**config.mk**
```make
export PLATFORM = sky130hd
export DESIGN_NAME = i2c_mem_slave
export DESIGN_NICKNAME = d
export VERILOG_FILES = /design/src/rtl/i2c_mem_pkg.sv /design/src/rtl/i2c_line_sync.sv /design/src/rtl/i2c_bus_cond.sv /design/src/rtl/i2c_mem_slave.sv
export SDC_FILE = /design/constraint.sdc
export NUM_CORES = 1
export LEC_CHECK = 0
export CORE_MARGIN = 3
export CORE_UTILIZATION = 40
export CTS_CLUSTER_DIAMETER = 30
export CTS_CLUSTER_SIZE = 16
export DETAILED_ROUTE_END_ITERATION = 10
export MAX_ROUTING_LAYER = met4
export SETUP_SLACK_MARGIN = 0.3
export SYNTH_ARGS = -nofsm -noshare
export SYNTH_HDL_FRONTEND = slang
export SYNTH_SLANG_ARGS = --single-unit
```
**constraint.sdc**
```tcl
create_clock -name clk -period 2.89 [get_ports clk]
set_input_delay 0.4335 -clock clk [delete_from_list [all_inputs] [get_ports clk]]
set_output_delay 0.4335 -clock clk [all_outputs]
set_load 0.1 [all_outputs]
```
**src/rtl/i2c_mem_pkg.sv**
```systemverilog
package i2c_mem_pkg;

  typedef enum logic [2:0] {
    ST_IDLE,
    ST_ADDR,
    ST_WDATA,
    ST_ACK,
    ST_RDATA,
    ST_RACK
  } slv_state_t;

  localparam logic [3:0] PRE_MEM  = 4'b1010;
  localparam logic [3:0] PRE_UTIL = 4'b0110;
  localparam int unsigned BYTE_W  = 8;

endpackage

```
**src/rtl/i2c_line_sync.sv**
```systemverilog
module i2c_line_sync #(
  parameter int unsigned STAGES = 2
) (
  input  logic clk,
  input  logic rst_n,
  input  logic d,
  output logic q
);

  logic [STAGES-1:0] ff_q;

  // lines idle high, so the chain resets to ones
  always_ff @(posedge clk or negedge rst_n) begin
    if (!rst_n) ff_q <= '1;
    else        ff_q <= {ff_q[STAGES-2:0], d};
  end

  assign q = ff_q[STAGES-1];

endmodule

```
**src/rtl/i2c_bus_cond.sv**
```systemverilog
module i2c_bus_cond (
  input  logic clk,
  input  logic rst_n,
  input  logic scl_s,
  input  logic sda_s,
  output logic scl_rise,
  output logic scl_fall,
  output logic start_det,
  output logic stop_det
);

  logic scl_q, sda_q;

  always_ff @(posedge clk or negedge rst_n) begin
    if (!rst_n) begin
      scl_q <= 1'b1;
      sda_q <= 1'b1;
    end else begin
      scl_q <= scl_s;
      sda_q <= sda_s;
    end
  end

  assign scl_rise  = scl_s & ~scl_q;
  assign scl_fall  = ~scl_s & scl_q;
  // data edges count as conditions only while clock was high on both samples
  assign start_det = scl_s & scl_q & sda_q & ~sda_s;
  assign stop_det  = scl_s & scl_q & ~sda_q & sda_s;

endmodule

```
**src/rtl/i2c_mem_slave.sv**
```systemverilog
module i2c_mem_slave
  import i2c_mem_pkg::*;
#(
  parameter int unsigned SYNC_STAGES = 2,
  parameter int unsigned ADDR_W      = 8
) (
  input  logic              clk,
  input  logic              rst_n,
  input  logic              scl_i,
  input  logic              sda_i,
  output logic              sda_oe,
  input  logic [2:0]        strap_addr,
  input  logic              wr_protect,
  output logic [ADDR_W-1:0] mem_addr,
  output logic [7:0]        mem_wdata,
  output logic              mem_we,
  input  logic [7:0]        mem_rdata,
  output logic              util_stb,
  output logic              util_rnw
);

  localparam int unsigned NLINES = 2;
  localparam int unsigned CNT_W  = $clog2(BYTE_W) + 1;

  // ---------------- input conditioning ----------------
  logic [NLINES-1:0] raw_lines, syn_lines;
  logic scl_s, sda_s;
  logic scl_rise, scl_fall, start_det, stop_det;

  assign raw_lines = {scl_i, sda_i};

  for (genvar g = 0; g < NLINES; g++) begin : g_sync
    i2c_line_sync #(.STAGES(SYNC_STAGES)) u_sync (
      .clk   (clk),
      .rst_n (rst_n),
      .d     (raw_lines[g]),
      .q     (syn_lines[g])
    );
  end

  assign scl_s = syn_lines[1];
  assign sda_s = syn_lines[0];

  i2c_bus_cond u_cond (
    .clk       (clk),
    .rst_n     (rst_n),
    .scl_s     (scl_s),
    .sda_s     (sda_s),
    .scl_rise  (scl_rise),
    .scl_fall  (scl_fall),
    .start_det (start_det),
    .stop_det  (stop_det)
  );

  // ---------------- state ----------------
  slv_state_t        st_q, st_n;
  logic [CNT_W-1:0]  cnt_q, cnt_n;
  logic [7:0]        sh_q, sh_n;
  logic              oe_q, oe_n;
  logic [ADDR_W-1:0] ptr_q, ptr_n;
  logic              ptr_ok_q, ptr_ok_n;
  logic              rd_q, rd_n;
  logic              util_q, util_n;
  logic              bump_q, bump_n;
  logic              we_q, we_n;
  logic [7:0]        wdata_q, wdata_n;
  logic              ustb_q, ustb_n;
  logic              urnw_q, urnw_n;

  logic cnt_full, is_mem, is_util, addr_hit;

  assign cnt_full = cnt_q[CNT_W-1];
  assign is_mem   = (sh_q[7:4] == PRE_MEM);
  assign is_util  = (sh_q[7:4] == PRE_UTIL);
  assign addr_hit = (is_mem | is_util) & (sh_q[3:1] == strap_addr);

  // ---------------- next state ----------------
  always_comb begin
    st_n     = st_q;
    cnt_n    = cnt_q;
    sh_n     = sh_q;
    oe_n     = oe_q;
    ptr_n    = ptr_q;
    ptr_ok_n = ptr_ok_q;
    rd_n     = rd_q;
    util_n   = util_q;
    bump_n   = 1'b0;
    we_n     = 1'b0;
    wdata_n  = wdata_q;
    ustb_n   = 1'b0;
    urnw_n   = urnw_q;

    // pointer advance one cycle after a completed write byte
    if (bump_q) ptr_n = ptr_q + ADDR_W'(1);

    if (stop_det) begin
      st_n = ST_IDLE;
      oe_n = 1'b0;
    end else if (start_det) begin
      st_n  = ST_ADDR;
      cnt_n = '0;
      oe_n  = 1'b0;
    end else begin
      unique case (st_q)
        ST_IDLE: ;

        ST_ADDR, ST_WDATA: begin
          if (scl_rise && !cnt_full) begin
            sh_n  = {sh_q[6:0], sda_s};
            cnt_n = cnt_q + CNT_W'(1);
          end else if (scl_fall && cnt_full) begin
            cnt_n = '0;
            if (st_q == ST_ADDR) begin
              if (addr_hit) begin
                oe_n     = 1'b1;
                st_n     = ST_ACK;
                rd_n     = is_mem & sh_q[0];
                util_n   = is_util;
                ptr_ok_n = 1'b0;
                if (is_util) begin
                  ustb_n = 1'b1;
                  urnw_n = sh_q[0];
                end
              end else begin
                st_n = ST_IDLE;
              end
            end else begin
              oe_n = 1'b1;
              st_n = ST_ACK;
              if (!ptr_ok_q) begin
                ptr_n    = ADDR_W'(sh_q);
                ptr_ok_n = 1'b1;
              end else begin
                bump_n = 1'b1;
                if (!wr_protect) begin
                  we_n    = 1'b1;
                  wdata_n = sh_q;
                end
              end
            end
          end
        end

        ST_ACK: begin
          if (scl_fall) begin
            oe_n  = 1'b0;
            cnt_n = '0;
            if (util_q) begin
              st_n = ST_IDLE;
            end else if (rd_q) begin
              st_n  = ST_RDATA;
              sh_n  = mem_rdata;
              oe_n  = ~mem_rdata[7];
              ptr_n = ptr_q + ADDR_W'(1);
            end else begin
              st_n = ST_WDATA;
            end
          end
        end

        ST_RDATA: begin
          if (scl_rise) begin
            cnt_n = cnt_q + CNT_W'(1);
          end else if (scl_fall) begin
            if (cnt_full) begin
              oe_n = 1'b0;
              st_n = ST_RACK;
            end else begin
              oe_n = ~sh_q[3'd7 - cnt_q[2:0]];
            end
          end
        end

        ST_RACK: begin
          if (scl_rise) begin
            if (sda_s) st_n = ST_IDLE;   // master declined further data
          end else if (scl_fall) begin
            st_n  = ST_RDATA;
            cnt_n = '0;
            sh_n  = mem_rdata;
            oe_n  = ~mem_rdata[7];
            ptr_n = ptr_q + ADDR_W'(1);
          end
        end

        default: st_n = ST_IDLE;
      endcase
    end
  end

  // ---------------- registers ----------------
  always_ff @(posedge clk or negedge rst_n) begin
    if (!rst_n) begin
      st_q     <= ST_IDLE;
      cnt_q    <= '0;
      sh_q     <= '0;
      oe_q     <= 1'b0;
      ptr_q    <= '0;
      ptr_ok_q <= 1'b0;
      rd_q     <= 1'b0;
      util_q   <= 1'b0;
      bump_q   <= 1'b0;
      we_q     <= 1'b0;
      wdata_q  <= '0;
      ustb_q   <= 1'b0;
      urnw_q   <= 1'b0;
    end else begin
      st_q     <= st_n;
      cnt_q    <= cnt_n;
      sh_q     <= sh_n;
      oe_q     <= oe_n;
      ptr_q    <= ptr_n;
      ptr_ok_q <= ptr_ok_n;
      rd_q     <= rd_n;
      util_q   <= util_n;
      bump_q   <= bump_n;
      we_q     <= we_n;
      wdata_q  <= wdata_n;
      ustb_q   <= ustb_n;
      urnw_q   <= urnw_n;
    end
  end

  assign sda_oe    = oe_q;
  assign mem_addr  = ptr_q;
  assign mem_we    = we_q;
  assign mem_wdata = wdata_q;
  assign util_stb  = ustb_q;
  assign util_rnw  = urnw_q;

endmodule

```
# [Word level (Yosys, flattened, before mapping)]
# Index checks and enable logic that the tools add are counted.
[word_totals] regBits=45 latch_bits=0 ram_bits=0 rom_bits=0 inputBits=16 output_inout_bits=20 mem_count=0
[op_classes] n_addsub=3 n_mul=0 div=0 order_cmp=1 eq_ne=30 shifts=0 n_mux=85 bitwise_logic=21 reduce_logical=16
[ops] cell="8-bit 2-to-1 mux" n=18
[ops] cell="8-bit one-hot mux with 3 select lines" n=2
[ops] cell="3-bit 2-to-1 mux" n=14
[ops] cell="1-bit 2-to-1 mux" n=40
[ops] cell="4-bit != test (second input constant)" n=9
[ops] cell="9-bit AND reduction" n=3
[ops] cell="4-bit 2-to-1 mux" n=6
[ops] cell="4-bit one-hot mux with 4 select lines" n=1
[ops] cell="8-bit AND reduction" n=2
[ops] cell="3-bit one-hot mux with 5 select lines" n=1
[ops] cell="2-bit != test (second input constant)" n=7
[ops] cell="1-bit inverter" n=11
[ops] cell="5-bit != test (second input constant)" n=2
[ops] cell="1-bit bitwise AND" n=9
[ops] cell="3-bit != test (second input constant)" n=3
[ops] cell="8-bit by 1-bit adder with 8-bit output (second input constant)" n=1
[ops] cell="7-bit AND reduction" n=1
[ops] cell="3-bit by 2-bit == test with 1-bit output (second input constant)" n=2
[ops] cell="3-bit == test (second input constant)" n=2
[ops] cell="6-bit AND reduction" n=1
[ops] cell="6-bit nonzero test" n=1
[ops] cell="5-bit by 4-bit != test with 1-bit output (second input constant)" n=1
[ops] cell="5-bit AND reduction" n=1
[ops] cell="5-bit nonzero test" n=1
[ops] cell="16 further kinds" n=17

# [Logic depth before layout (Yosys ltp)]
# Gate-level depths: netlist of run 1.
[depth] word_depth=10 ltp_mapped=9 mapped_depth_nobuf=7

# [By module]
# A second synthesis of run 1 with hierarchy kept.
[hier_totals] cells_unflattened=276 hier_area_um2=2707.6
[by_module_without_submodules] mod="i2c_mem_slave" instances=1 cells_per_inst=266 area_per_inst_um2=2517.4 seq_area_each_um2=975.9
[by_module_without_submodules] mod="i2c_line_sync" instances=2 cells_per_inst=2 area_per_inst_um2=52.6 seq_area_each_um2=52.6
[by_module_without_submodules] mod="i2c_bus_cond" instances=1 cells_per_inst=6 area_per_inst_um2=85.1 seq_area_each_um2=52.6

# [Worst setup path after synthesis of run 1]
# No wires, ideal clock.
[synth_path] kind="reg2reg" startpoint="register ptr_q[2], in the netlist mem_addr[2]" endpoint="register ptr_q[7], in the netlist mem_addr[7]" setup_ns=0.122 arrival_time_ns=2.017 t_required_ns=2.768 slack_ns=0.752 stages_incl_launch_ff=7 n_path_buf=1 synth_period_minus_slack_ns=2.138 path_cell_list="dfrtp_1 and3_1 clkbuf_1 nand2_1 nor2_1 nand3_1 a32o_1"
[synth_between] elab_chain_len=9 word_cells_on_any_way=14 cone_classes="1 x add/sub; 13 x mux"
[synth_rtl] element="from (decl)" line_no="i2c_mem_slave.sv:60" source="logic [ADDR_W-1:0] ptr_q, ptr_n;"
[synth_rtl] element="from (signal assigned)" line_no="i2c_mem_slave.sv:212" source="ptr_q <= ptr_n;"
[synth_rtl] element="8-bit by 1-bit adder with 8-bit output *" line_no="i2c_mem_slave.sv:94, i2c_mem_slave.sv:154, i2c_mem_slave.sv:182"
[synth_rtl] element="8-bit 2-to-1 mux" line_no="i2c_mem_slave.sv:94" source="if (bump_q) ptr_n = ptr_q + ADDR_W'(1);"
[synth_rtl] element="8-bit 2-to-1 mux" line_no="i2c_mem_slave.sv:130" source="if (!ptr_ok_q) begin"
[synth_rtl] element="8-bit 2-to-1 mux" line_no="i2c_mem_slave.sv:113" source="if (st_q == ST_ADDR) begin"
[synth_rtl] element="8-bit 2-to-1 mux" line_no="i2c_mem_slave.sv:111" source="end else if (scl_fall && cnt_full) begin"
[synth_rtl] element="8-bit 2-to-1 mux" line_no="i2c_mem_slave.sv:108" source="if (scl_rise && !cnt_full) begin"
[synth_rtl] element="8-bit one-hot mux with 3 select lines" line_no="i2c_mem_slave.sv:104" source="unique case (st_q)"
[synth_rtl] element="8-bit 2-to-1 mux" line_no="i2c_mem_slave.sv:99" source="end else if (start_det) begin"
[synth_rtl] element="8-bit 2-to-1 mux *" line_no="i2c_mem_slave.sv:96" source="if (stop_det) begin"
[synth_rtl] element="named net ptr_n[7]" line_no="i2c_mem_slave.sv:60"
# The timed path passes the listed nets; every way through them passes the cells marked *.
# A chain may end at the register's enable or synchronous reset.

# [Worst setup path after layout of run 1]
[layout_path] startpoint="register u_cond.scl_q" endpoint="register wdata_q[6], in the netlist mem_wdata[6]"
[layout_between] elab_chain_len=5 word_cells_on_any_way=14 cone_classes="11 x bitwise; 3 x reduce/logical"
[layout_rtl] element="from (decl)" line_no="i2c_bus_cond.sv:12" source="logic scl_q, sda_q;"
[layout_rtl] element="from (signal assigned)" line_no="i2c_bus_cond.sv:19" source="scl_q <= scl_s;"
[layout_rtl] element="1-bit bitwise AND / 1-bit inverter (equally long branches)" line_no="i2c_bus_cond.sv:27, i2c_bus_cond.sv:28, i2c_bus_cond.sv:24"
[layout_rtl] element="1-bit bitwise AND, on equally long branches" line_no="i2c_bus_cond.sv:27, i2c_bus_cond.sv:24, i2c_bus_cond.sv:28"
[layout_rtl] element="1-bit bitwise AND (tied with other cells)" line_no="i2c_bus_cond.sv:27" source="assign start_det = scl_s & scl_q & sda_q & ~sda_s;"
[layout_rtl] element="1-bit inverter (no line)"
[layout_rtl] element="8-bit AND reduction (no line) *"
[layout_rtl] element="to (signal assigned)" line_no="i2c_mem_slave.sv:218" source="wdata_q <= wdata_n;"
[layout_rtl] element="to (decl)" line_no="i2c_mem_slave.sv:66" source="logic [7:0] wdata_q, wdata_n;"
# Every way passes the cells marked *; elsewhere a longest branch is shown, timed or not.

==> results of run 1 <==
## placed cells by master, fill, tap and decap left out, types with 5 or more instances in the layout
cell / Yosys / routed
sky130_fd_sc_hd__xnor2_1: 9 / 9
sky130_fd_sc_hd__xor2_1: 6 / 6
sky130_fd_sc_hd__clkbuf_8: 0 / 5
sky130_fd_sc_hd__dfstp_2: 6 / 6
sky130_fd_sc_hd__mux2_2: 9 / 9
sky130_fd_sc_hd__ha_1: 5 / 5
sky130_fd_sc_hd__mux2i_1: 10 / 10
sky130_fd_sc_hd__clkdlybuf4s50_1: 0 / 14
sky130_fd_sc_hd__nor2_1: 26 / 26
sky130_fd_sc_hd__nor3_1: 5 / 5
sky130_fd_sc_hd__buf_4: 3 / 24
sky130_fd_sc_hd__a21oi_1: 20 / 20
sky130_fd_sc_hd__nand2_1: 10 / 10
sky130_fd_sc_hd__nand3_1: 10 / 10
sky130_fd_sc_hd__inv_1: 9 / 9
sky130_fd_sc_hd__o21ai_0: 10 / 10
sky130_fd_sc_hd__dfrtp_1: 39 / 39
sky130_fd_sc_hd__nor2b_1: 7 / 7
sky130_fd_sc_hd__o22ai_1: 8 / 8
sky130_fd_sc_hd__nand3b_1: 5 / 5
sky130_fd_sc_hd__nand2b_1: 7 / 7
## worst register-to-register path: cells and delay by family (launching register included)
| family | cells | cell delay, ns |
|---|---|---|
| adder cells (fa/ha/maj) | 1 | 0.34 |
| AO/OA/AOI/OAI | 1 | 0.37 |
| AND/OR/NAND/NOR | 2 | 0.62 |
| flip-flops | 1 | 0.55 |
| multiplexers | 1 | 0.41 |
## power groups by stage
stage	Clock [mW]	Sequential [mW]	Combinational, mW
after CTS	0.423	0.825	0.480
final	0.408	0.824	0.488
after global routing	0.452	0.839	0.549
after global placement	0	0.837	0.471
after detailed placement	0	0.838	0.475
after floorplan	0	0.770	0.401
## Yosys cell counts (3+ instances only)
library cell and instances:
sky130_fd_sc_hd__mux2i_1 10, sky130_fd_sc_hd__nor3_1 5, sky130_fd_sc_hd__and3b_1 3, sky130_fd_sc_hd__nor4_1 3, sky130_fd_sc_hd__clkbuf_1 5, sky130_fd_sc_hd__nand2_1 10
sky130_fd_sc_hd__buf_2 8, sky130_fd_sc_hd__nor3b_1 3, sky130_fd_sc_hd__buf_4 3, sky130_fd_sc_hd__a21oi_1 20, sky130_fd_sc_hd__nand3b_1 5, sky130_fd_sc_hd__dfrtp_1 39
sky130_fd_sc_hd__dfstp_2 6, sky130_fd_sc_hd__ha_1 5, sky130_fd_sc_hd__nor2_1 26, sky130_fd_sc_hd__o21ai_0 10, sky130_fd_sc_hd__xnor2_1 9, sky130_fd_sc_hd__a31oi_1 3
sky130_fd_sc_hd__o22ai_1 8, sky130_fd_sc_hd__nor2b_1 7, sky130_fd_sc_hd__o31ai_1 3, sky130_fd_sc_hd__inv_1 9, sky130_fd_sc_hd__nand3_1 10, sky130_fd_sc_hd__nand2b_1 7
sky130_fd_sc_hd__xor2_1 6, sky130_fd_sc_hd__nand4_1 3, sky130_fd_sc_hd__mux2_2 9
## flip-flops by register name (all words and copies together) (netlist names)
name                count
mem_addr                8
cnt_q                   4
mem_wdata               8
st_q                    3
mem_we                  1
sda_oe                  1
util_rnw                1
ptr_ok_q                1
bump_q                  1
util_q                  1
u_cond.sda_q            1
rd_q                    1
g_sync.u_sync.ff_q      4
util_stb                1
sh_q                    8
u_cond.scl_q            1
## worst max-delay path by stage
stage	from	end	slack (ns)	cells past startpoint
after detailed placement	u_cond.scl_q	mem_wdata[6]	0.52	5
after global placement	u_cond.scl_q	mem_wdata[1]	0.54	5
after floorplan	mem_addr[2]	mem_addr[7]	0.75	6
after CTS	st_q[1]	sh_q[6]	0.48	5
after global routing	u_cond.scl_q	mem_wdata[1]	0.38	5
final	u_cond.scl_q	mem_wdata[6]	0.50	5
## metal layers
layer / GRT usage / wire length [um] / vias to the layer above
li1: - / - / 1088
met1: 0.264 / 3180 / 1073
met2: 0.260 / 3070 / 52
met3: 0.0298 / 270 / 6
met4: 0.0522 / 76 / 0
met5: - / 0 / -
## what timing repair did
action                     4_1_cts  5_1_grt
buffers inserted                 0        0
setup endpoints to repair        0        8
resized for setup                0        1
hold endpoints to repair         0        0
hold buffers                     0        0
## cell families (layout without fill, tap and decap cells)
family	after synthesis	in the layout	synth area share
AO/OA/AOI/OAI	69	69	0.173
XOR/XNOR	15	15	0.0478
adder cells (fa/ha/maj)	5	5	0.0228
buffers and inverters	26	56	0.0437
flip-flops	45	45	0.413
multiplexers	21	21	0.0897
AND/OR/NAND/NOR	99	99	0.211
## layout make-up
class	instances	area, um2
Fill cell	600	3310
Sequential cell	45	1130
Multi-Input combinational cell	209	1500
Timing Repair Buffer	39	325
Clock buffer	5	68.8
Inverter	9	33.8
Tap cell	77	96.3
Clock inverter	3	22.5
## metrics by stage
step,std cells,power [mW],utilization
floorplan,280,1.17,-
global placement,379,1.31,0.475
detailed placement,379,1.31,0.475
CTS,387,1.73,0.489
global route,387,1.84,0.490
finish,387,1.72,0.490
==> reports/metrics.cfg, run 1 <==
[status]
run_status=finished clean

[synthesis]
synth-edff-count=0
synth_cell_type_count=60
yosysTopAreaCellShare=0.355
synth_seq_cells=45
yosys.area.top_type=sky130_fd_sc_hd__dfrtp_1
synth_nets=301
syn_area_per_cell_um2=9.81
synth_area_leaders=sky130_fd_sc_hd__dfrtp_1 36%, sky130_fd_sc_hd__dfstp_2 5.7%, sky130_fd_sc_hd__mux2_2 3.7%, sky130_fd_sc_hd__a21oi_1 3.6%, sky130_fd_sc_hd__mux2i_1 3.6%
postSynth.asyncResetShare=1.00
synth-seq-area-share=0.413
synthCells=280
ys_warn_count=0
syn_area_um2=2750
yosys_most_used_dff=sky130_fd_sc_hd__dfrtp_1

[pwr]
p_clk_frac=0.237
p_comb_frac=0.283
switching_power_uw=650
ir_drop_mv=0.267
power-per-cell-area_nw_per_um2=541
cellLeakagePower_nw=1.36
power.share.switching=0.378
internal_power_mw=1.07
pwr-share-seq=0.479

[placed_design]
dp_hpwl_mm=4.66
gp_congestion=0.930
dpl-instance-area_um2=3080
numPortBuffers=35
pre_cts_ws_ns=0.522

[clock_tree]
worst_skew_pair.late_latency_ns=0.30
buffer_type_at_the_clock_tree_root=sky130_fd_sc_hd__clkbuf_8
max-clock-path-buffers=2
clock_tree.htree_level_count=2
tritoncts=built
clock_pin_slew_worst_setup_and_hold_paths_ns=0.09
cts_inserted_buffers=5
clock_sinks=45

[floorplanning]
horizontal_die_dimension_um=88.9
io-pin-count=36
die_h_um=88.9
start_util=0.423
floorplan.die_area_um2=7900
fp-row-count=29
core_um2=6490

[critical_path]
critical_path_class=reg2reg
rrSetupSlack_ns=0.50
crit_arrival_ns=2.59
crit_path_max_fanout=10
worstSetupEndpointType=register
r2r_end=mem_wdata[6]
critical-path-slowest-cell=sky130_fd_sc_hd__dfstp_2
startpoint_type=register
critical_path.cell_chain=ha_1 > nand2_2 > a211o_1 > nor4_4 > mux2_2
path_delay_family=simple AND/OR/NAND/NOR gates
worstPathBufferInverterCount=0
cp.required_ns=3.09
delay_of_the_slowest_critical_path_stage_ns=0.55
r2r.worst_path.cells=5
rr_startpoint=u_cond.scl_q

[global_routing]
via_count_of_the_first_global_routing_pass=2056
grt_pass1_wl_mm=10.7
initial_antenna_violation_count=0
grt_overflow_total=0
grt_start_max_net_pins=46
grt_util_all_layers=0.182

[route]
wire_length_reported_by_the_detailed_router_mm=6.60
routedWlPerCell_um=17.1
routed_via_density=5.73
route.vias.total=2219
drt_iter0_drc=118
firstDrtPassIters=5
antenna_violating_nets_post_route=0
drc_errors=0

[sta]
worst_slack_ns=0.496
fin_tns_setup_ns=0
report.final.setup_viol=0
timing_max_transition_violations_final=0
hold_ws_ns=0.303
relSlewSlack=0.310
finalClockSkew_ns=0.00650
final_count_of_hold_timing_violations=0
grt_setup_unrepaired=no
tightest_slew_ns=1.03
post-route-min-period_ns=2.39
achievable-frequency_ghz=0.418
post-route-period-util=0.828

[finish]
antennaDiodeCount=0
final_cell_area_um2=3180
final_net_count=330
share_of_cells_above_drive_strength_1=0.190
areaGrowthSynthToFinish_pct=15.8

[hold_path]
hold_path.class=in2async

[job]
cap_viol_max_count=0

No activity file was read; power rests on OpenSTA's default activity.
==> inputs of run 2 (changes only) <==
==> constraint.sdc (replaced) <==
create_clock -name clk -period 2.45 [get_ports clk]
set_input_delay 0.3675 -clock clk [delete_from_list [all_inputs] [get_ports clk]]
set_output_delay 0.3675 -clock clk [all_outputs]
set_load 0.1 [all_outputs]
==> reports/metrics.cfg, run 2 (synthesis gave the netlist of run 1 again) <==
[pwr]
ir_drop_mv=0.258  ; -3.4%
power_mw=2.25  ; +31%
power-per-cell-area_nw_per_um2=666  ; +23%
cellLeakagePower_nw=1.44  ; +6.3%

[placed_design]
gp_congestion=0.942  ; +1.3%
numPortBuffers=35  ; unchanged
pre_cts_ws_ns=0.166  ; -0.356 ns
dp_hpwl_mm=4.92  ; +5.6%

[global_routing]
grt_util_all_layers=0.190  ; +0.00845
grt_pass1_wl_mm=11.2  ; +5.0%
grt_overflow_total=0  ; unchanged
grt_start_max_net_pins=19  ; -59%
initial_antenna_violation_count=0  ; unchanged
via_count_of_the_first_global_routing_pass=2174  ; +5.7%

[floorplanning]
die_h_um=88.9  ; unchanged
io-pin-count=36  ; unchanged
horizontal_die_dimension_um=88.9  ; unchanged
floorplan.die_area_um2=7900  ; unchanged
fp-row-count=29  ; unchanged
start_util=0.423  ; unchanged
core_um2=6490  ; unchanged

[route]
routed_via_density=5.78  ; +0.81%
drc_errors=0  ; unchanged
routedWlPerCell_um=16.7  ; -2.0%
antenna_violating_nets_post_route=0  ; unchanged
route.vias.total=2318  ; +4.5%
drt_iter0_drc=155  ; +31%
wire_length_reported_by_the_detailed_router_mm=6.70  ; +1.5%
firstDrtPassIters=4  ; -1

[clock_tree]
clock_tree.htree_level_count=2  ; unchanged
clock_sinks=45  ; unchanged
buffer_type_at_the_clock_tree_root=sky130_fd_sc_hd__clkbuf_8
clock_pin_slew_worst_setup_and_hold_paths_ns=0.09  ; about the same
max-clock-path-buffers=2  ; unchanged
worst_skew_pair.late_latency_ns=0.30  ; about the same
cts_inserted_buffers=5  ; unchanged
tritoncts=built

[finish]
share_of_cells_above_drive_strength_1=0.247  ; +0.0566
mostFrequentLayoutCell=sky130_fd_sc_hd__dfrtp_1
antennaDiodeCount=0  ; unchanged
leading_cell_types_in_the_layout_fill_and_taps_excluded=37 x sky130_fd_sc_hd__dfrtp_1, 36 x sky130_fd_sc_hd__buf_4, 26 x sky130_fd_sc_hd__nor2_1, 20 x sky130_fd_sc_hd__a21oi_1, 14 x sky130_fd_sc_hd__clkdlybuf4s50_1
areaGrowthSynthToFinish_pct=22.7
fill_cells=597  ; -0.50%
final_net_count=344  ; +4.2%
postLayoutCoreUtil=0.519  ; +0.0295

[sta]
timing_max_transition_violations_final=0  ; unchanged
report.final.setup_viol=0  ; unchanged
grt_setup_unrepaired=yes
hold_ws_ns=0.362  ; +0.0591 ns
post-route-min-period_ns=2.07  ; -0.321 ns
worst_slack_ns=0.377  ; -0.119 ns
fin_tns_setup_ns=0  ; unchanged
post-route-period-util=0.846  ; +0.0177
tightest_slew_ns=0.527  ; -0.508 ns
finalClockSkew_ns=0.00774  ; +0.00124 ns
achievable-frequency_ghz=0.483  ; +15%
relSlewSlack=0.646  ; +0.336
final_count_of_hold_timing_violations=0  ; unchanged

[hold_path]
hold_path.class=reg2reg

[status]
run_status=finished clean

[critical_path]
startpoint_type=register
critical_path_class=reg2reg
cp.required_ns=2.65  ; -0.44 ns
critical-path-slowest-cell=sky130_fd_sc_hd__dfrtp_2
delay_of_the_slowest_critical_path_stage_ns=0.51  ; -0.04 ns
critical_path.cell_chain=nand2b_2 > a22o_1 > buf_4 > nor3_4 > nand3_1 > a32o_1
crit_path_max_fanout=14  ; +4
worstSetupEndpointType=register
crit_arrival_ns=2.28  ; -0.31 ns

[job]
cap_viol_max_count=0  ; unchanged

[run 2: final timing paths]
kind,start,end,slack [ns],depth (start not counted)
setup / recovery,st_q[1],mem_addr[7],0.38,6
hold reg to reg,g_sync[0].u_sync.ff_q[0],g_sync[0].u_sync.ff_q[1],0.36,0
hold / removal,g_sync[0].u_sync.ff_q[0],g_sync[0].u_sync.ff_q[1],0.36,0
max in group asynchronous,rst_n,u_cond.scl_q,1.32,3
setup reg to reg,st_q[1],mem_addr[7],0.38,6
min in group asynchronous,rst_n,cnt_q[3],0.50,2
[run 2: repair_timing]
| action | 4_1_cts | 5_1_grt |
|---|---|---|
| pin swaps | 0 | 2 |
| gates cloned | 0 | 0 |
| gates resized for setup | 3 | 8 |
| hold buffers | 1 | 0 |
| endpoints found under the hold margin | 8 | 0 |
| endpoints found under the setup margin | 17 | 25 |
| setup buffers | 0 | 4 |
[run 2: power breakdown]
group	total, mW	internal (mW)	switching [mW]
clock network	0.588	0.306	0.282
registers	0.979	0.821	0.158
logic	0.678	0.314	0.365
[run 2: layout make-up]
| cell class | instances | area (um2) | area share |
|---|---|---|---|
| clock buffers | 5 | 68.8 | 0.0204 |
| clock inverters | 3 | 46.3 | 0.0137 |
| inverters | 9 | 33.8 | 0.0100 |
| multi-input cells | 209 | 1550 | 0.458 |
| flip-flops and latches | 45 | 1140 | 0.337 |
| well taps | 77 | 96.3 | 0.0286 |
| repair buffers | 53 | 445 | 0.132 |
[run 2: critical path: cells and delay by family, from the launching register on]
family / cells / cell delay (ns)
compound gates: 2 / 0.54
buf+inv: 1 / 0.19
flops: 1 / 0.51
simple gates: 3 / 0.73
[run 2: through the flow]
stage,cell area (um2),instances
after floorplan,2750,280
after global placement,3150,388
after detailed placement,3150,388
after CTS,3290,397
after global routing,3370,401
final,3370,401
[run 2: layer usage]
layer / up-vias / share of wire / track usage
li1: 1118 / - / -
met1: 1134 / 0.48 / 0.266
met2: 56 / 0.47 / 0.285
met3: 10 / 0.040 / 0.0335
met4: 0 / 0.012 / 0.0495
met5: - / 0 / -
==> inputs of run 3 (changes only) <==
==> constraint.sdc (replaced) <==
create_clock -name clk -period 1.8 [get_ports clk]
set_input_delay 0.27 -clock clk [delete_from_list [all_inputs] [get_ports clk]]
set_output_delay 0.27 -clock clk [all_outputs]
set_load 0.1 [all_outputs]
==> reports/metrics.cfg, run 3 (synthesis gave the netlist of run 1 again) <==
[finish]
regArea_um2=1150  ; +1.7%
fill_cells=458  ; -23%
mostFrequentLayoutCell=sky130_fd_sc_hd__buf_4
share_of_cells_above_drive_strength_1=0.556  ; +0.309
areaGrowthSynthToFinish_pct=65.4
final_cell_area_um2=4540  ; +35%
antennaDiodeCount=0  ; unchanged
leading_cell_types_in_the_layout_fill_and_taps_excluded=75 x sky130_fd_sc_hd__buf_4, 30 x sky130_fd_sc_hd__dfrtp_1, 16 x sky130_fd_sc_hd__nor2_1, 14 x sky130_fd_sc_hd__clkdlybuf4s50_1, 13 x sky130_fd_sc_hd__buf_12
final_net_count=407  ; +18%
area_taken_by_multi_input_logic_gates_um2=2000  ; +29%

[floorplanning]
io-pin-count=36  ; unchanged
horizontal_die_dimension_um=88.9  ; unchanged
fp-row-count=29  ; unchanged
core_um2=6490  ; unchanged
start_util=0.423  ; unchanged
die_h_um=88.9  ; unchanged
floorplan.die_area_um2=7900  ; unchanged

[global_routing]
grt_overflow_total=0  ; unchanged
initial_antenna_violation_count=0  ; unchanged
grt_pass1_wl_mm=13.4  ; +19%
via_count_of_the_first_global_routing_pass=2592  ; +19%
grt_util_all_layers=0.229  ; +0.0383
grt_start_max_net_pins=25  ; +6

[route]
drt_iter0_drc=152  ; -1.9%
antenna_violating_nets_post_route=0  ; unchanged
routedWlPerCell_um=19.0  ; +14%
wire_length_reported_by_the_detailed_router_mm=8.82  ; +32%
routed_via_density=5.65  ; -2.2%
drc_errors=0  ; unchanged
firstDrtPassIters=4  ; unchanged
route.vias.total=2622  ; +13%

[critical_path]
crit_path_max_fanout=3  ; -11
startpoint_type=register
critical_path.cell_chain=ha_4 > nand2_4 > a211o_4 > buf_6 > nor3_4 > buf_4 > buf_6 > a31oi_4 > o2bb2ai_2
worstPathBufferInverterCount=3  ; +2
delay_of_the_slowest_critical_path_stage_ns=0.58  ; +0.07 ns
crit_path_frequent_cell=sky130_fd_sc_hd__buf_6
cp.required_ns=2.05  ; -0.60 ns
critical_path_class=reg2reg
worstSetupEndpointType=register
critical-path-slowest-cell=sky130_fd_sc_hd__dfstp_2
cp-startpoint=u_cond.scl_q
path_delay_family=flip-flops
crit_arrival_ns=2.30  ; +0.02 ns
rr_startpoint=u_cond.scl_q

[pwr]
power-per-cell-area_nw_per_um2=857  ; +29%
ir_drop_mv=0.580  ; +120%
switching_power_mw=1.48  ; +84%
p_comb_frac=0.452  ; +0.150
cellLeakagePower_nw=1.90  ; +32%
power.share.switching=0.381  ; +0.0224
internal_power_mw=2.41  ; +67%
pwr-share-seq=0.334  ; -0.102
p_clk_frac=0.214  ; -0.048

[clock_tree]
max-clock-path-buffers=2  ; unchanged
clock_pin_slew_worst_setup_and_hold_paths_ns=0.11  ; +0.02 ns
buffer_type_at_the_clock_tree_root=sky130_fd_sc_hd__clkbuf_8
cts_inserted_buffers=5  ; unchanged
tritoncts=built
clock_sinks=45  ; unchanged
worst_skew_pair.late_latency_ns=0.32  ; +0.02 ns
clock_tree.htree_level_count=2  ; unchanged

[sta]
post-route-period-util=1.14  ; +0.291
worst_slack_ns=-0.246  ; -0.624 ns
post-route-min-period_ns=2.05  ; -0.0265 ns
grt_setup_unrepaired=yes
final_count_of_hold_timing_violations=0  ; unchanged
finalClockSkew_ns=0.0152  ; +0.00749 ns
report.final.setup_viol=34  ; +34
fin_tns_setup_ns=-4.46  ; -4.46 ns
relSlewSlack=0.736  ; +0.0893
timing_max_transition_violations_final=0  ; unchanged
tightest_slew_ns=0.395  ; -0.132 ns
achievable-frequency_ghz=0.489  ; +1.3%

[placed_design]
dp_hpwl_mm=5.75  ; +17%
numPortBuffers=35  ; unchanged
dpl-instance-area_um2=3770  ; +20%
gp_congestion=0.955  ; +1.3%
pre_cts_ws_ns=-0.198  ; -0.364 ns

[job]
cap_viol_max_count=0  ; unchanged

[status]
run_status=finished with violations
violations=setup timing

[hold_path]
hold_path.class=in2async

[run 3: final cells by class]
cell class                 count  area share
clock inverter                 3      0.0105
multi-input combinational    209       0.440
inverter                       9     0.00743
clock buffer                   5      0.0151
sequential                    45       0.254
tap                           77      0.0212
timing repair buffer         116       0.252
[run 3: path summary, 6_finish.rpt]
kind | cells after the start | slack, ns | end
worst max-delay path | 9 | -0.25 | rd_q
worst min-delay path | 2 | 0.34 | mem_addr[5]
worst max register to register | 9 | -0.25 | rd_q
worst min register to register | 0 | 0.37 | g_sync[0].u_sync.ff_q[1]
max in group asynchronous | 3 | 0.90 | u_cond.sda_q
min in group clk | 1 | 0.36 | g_sync[0].u_sync.ff_q[0]
[run 3: stage by stage]
stage | power, mW | utilization | instances | hold slack [ns]
finish | 3.90 | 0.700 | 464 | 0.340
global route | 4.09 | 0.700 | 464 | 0.358
CTS | 3.64 | 0.649 | 455 | 0.347
detailed placement | 2.52 | 0.581 | 434 | 0.163
global placement | 2.50 | 0.581 | 434 | 0.160
floorplan | 1.94 | - | 280 | -0.0256
[run 3: power by group through the flow]
stage          logic, mW  registers, mW  clock network [mW]
3_5_place_dp        1.23           1.30                   0
3_3_place_gp        1.21           1.29                   0
4_1_cts             1.51           1.29               0.839
2_1_floorplan      0.704           1.24                   0
5_1_grt             1.88           1.32               0.894
6_report            1.76           1.30               0.835
[run 3: per-layer routing]
metal / track usage / part of all wire / routed length (um) / up-vias
li1: - / - / - / 1238
met1: 0.305 / 0.43 / 3790 / 1288
met2: 0.361 / 0.50 / 4410 / 81
met3: 0.0345 / 0.051 / 451 / 15
met4: 0.0646 / 0.020 / 174 / 0
met5: - / 0 / 0 / -
[run 3: repair_timing]
action / in CTS / in global routing
pin swaps: 21 / 19
buffers inserted: 11 / 8
hold buffers: 1 / 0
hold endpoints to repair: 7 / 0
setup endpoints to repair: 38 / 39
gates cloned: 1 / 1
gates resized for setup: 48 / 49
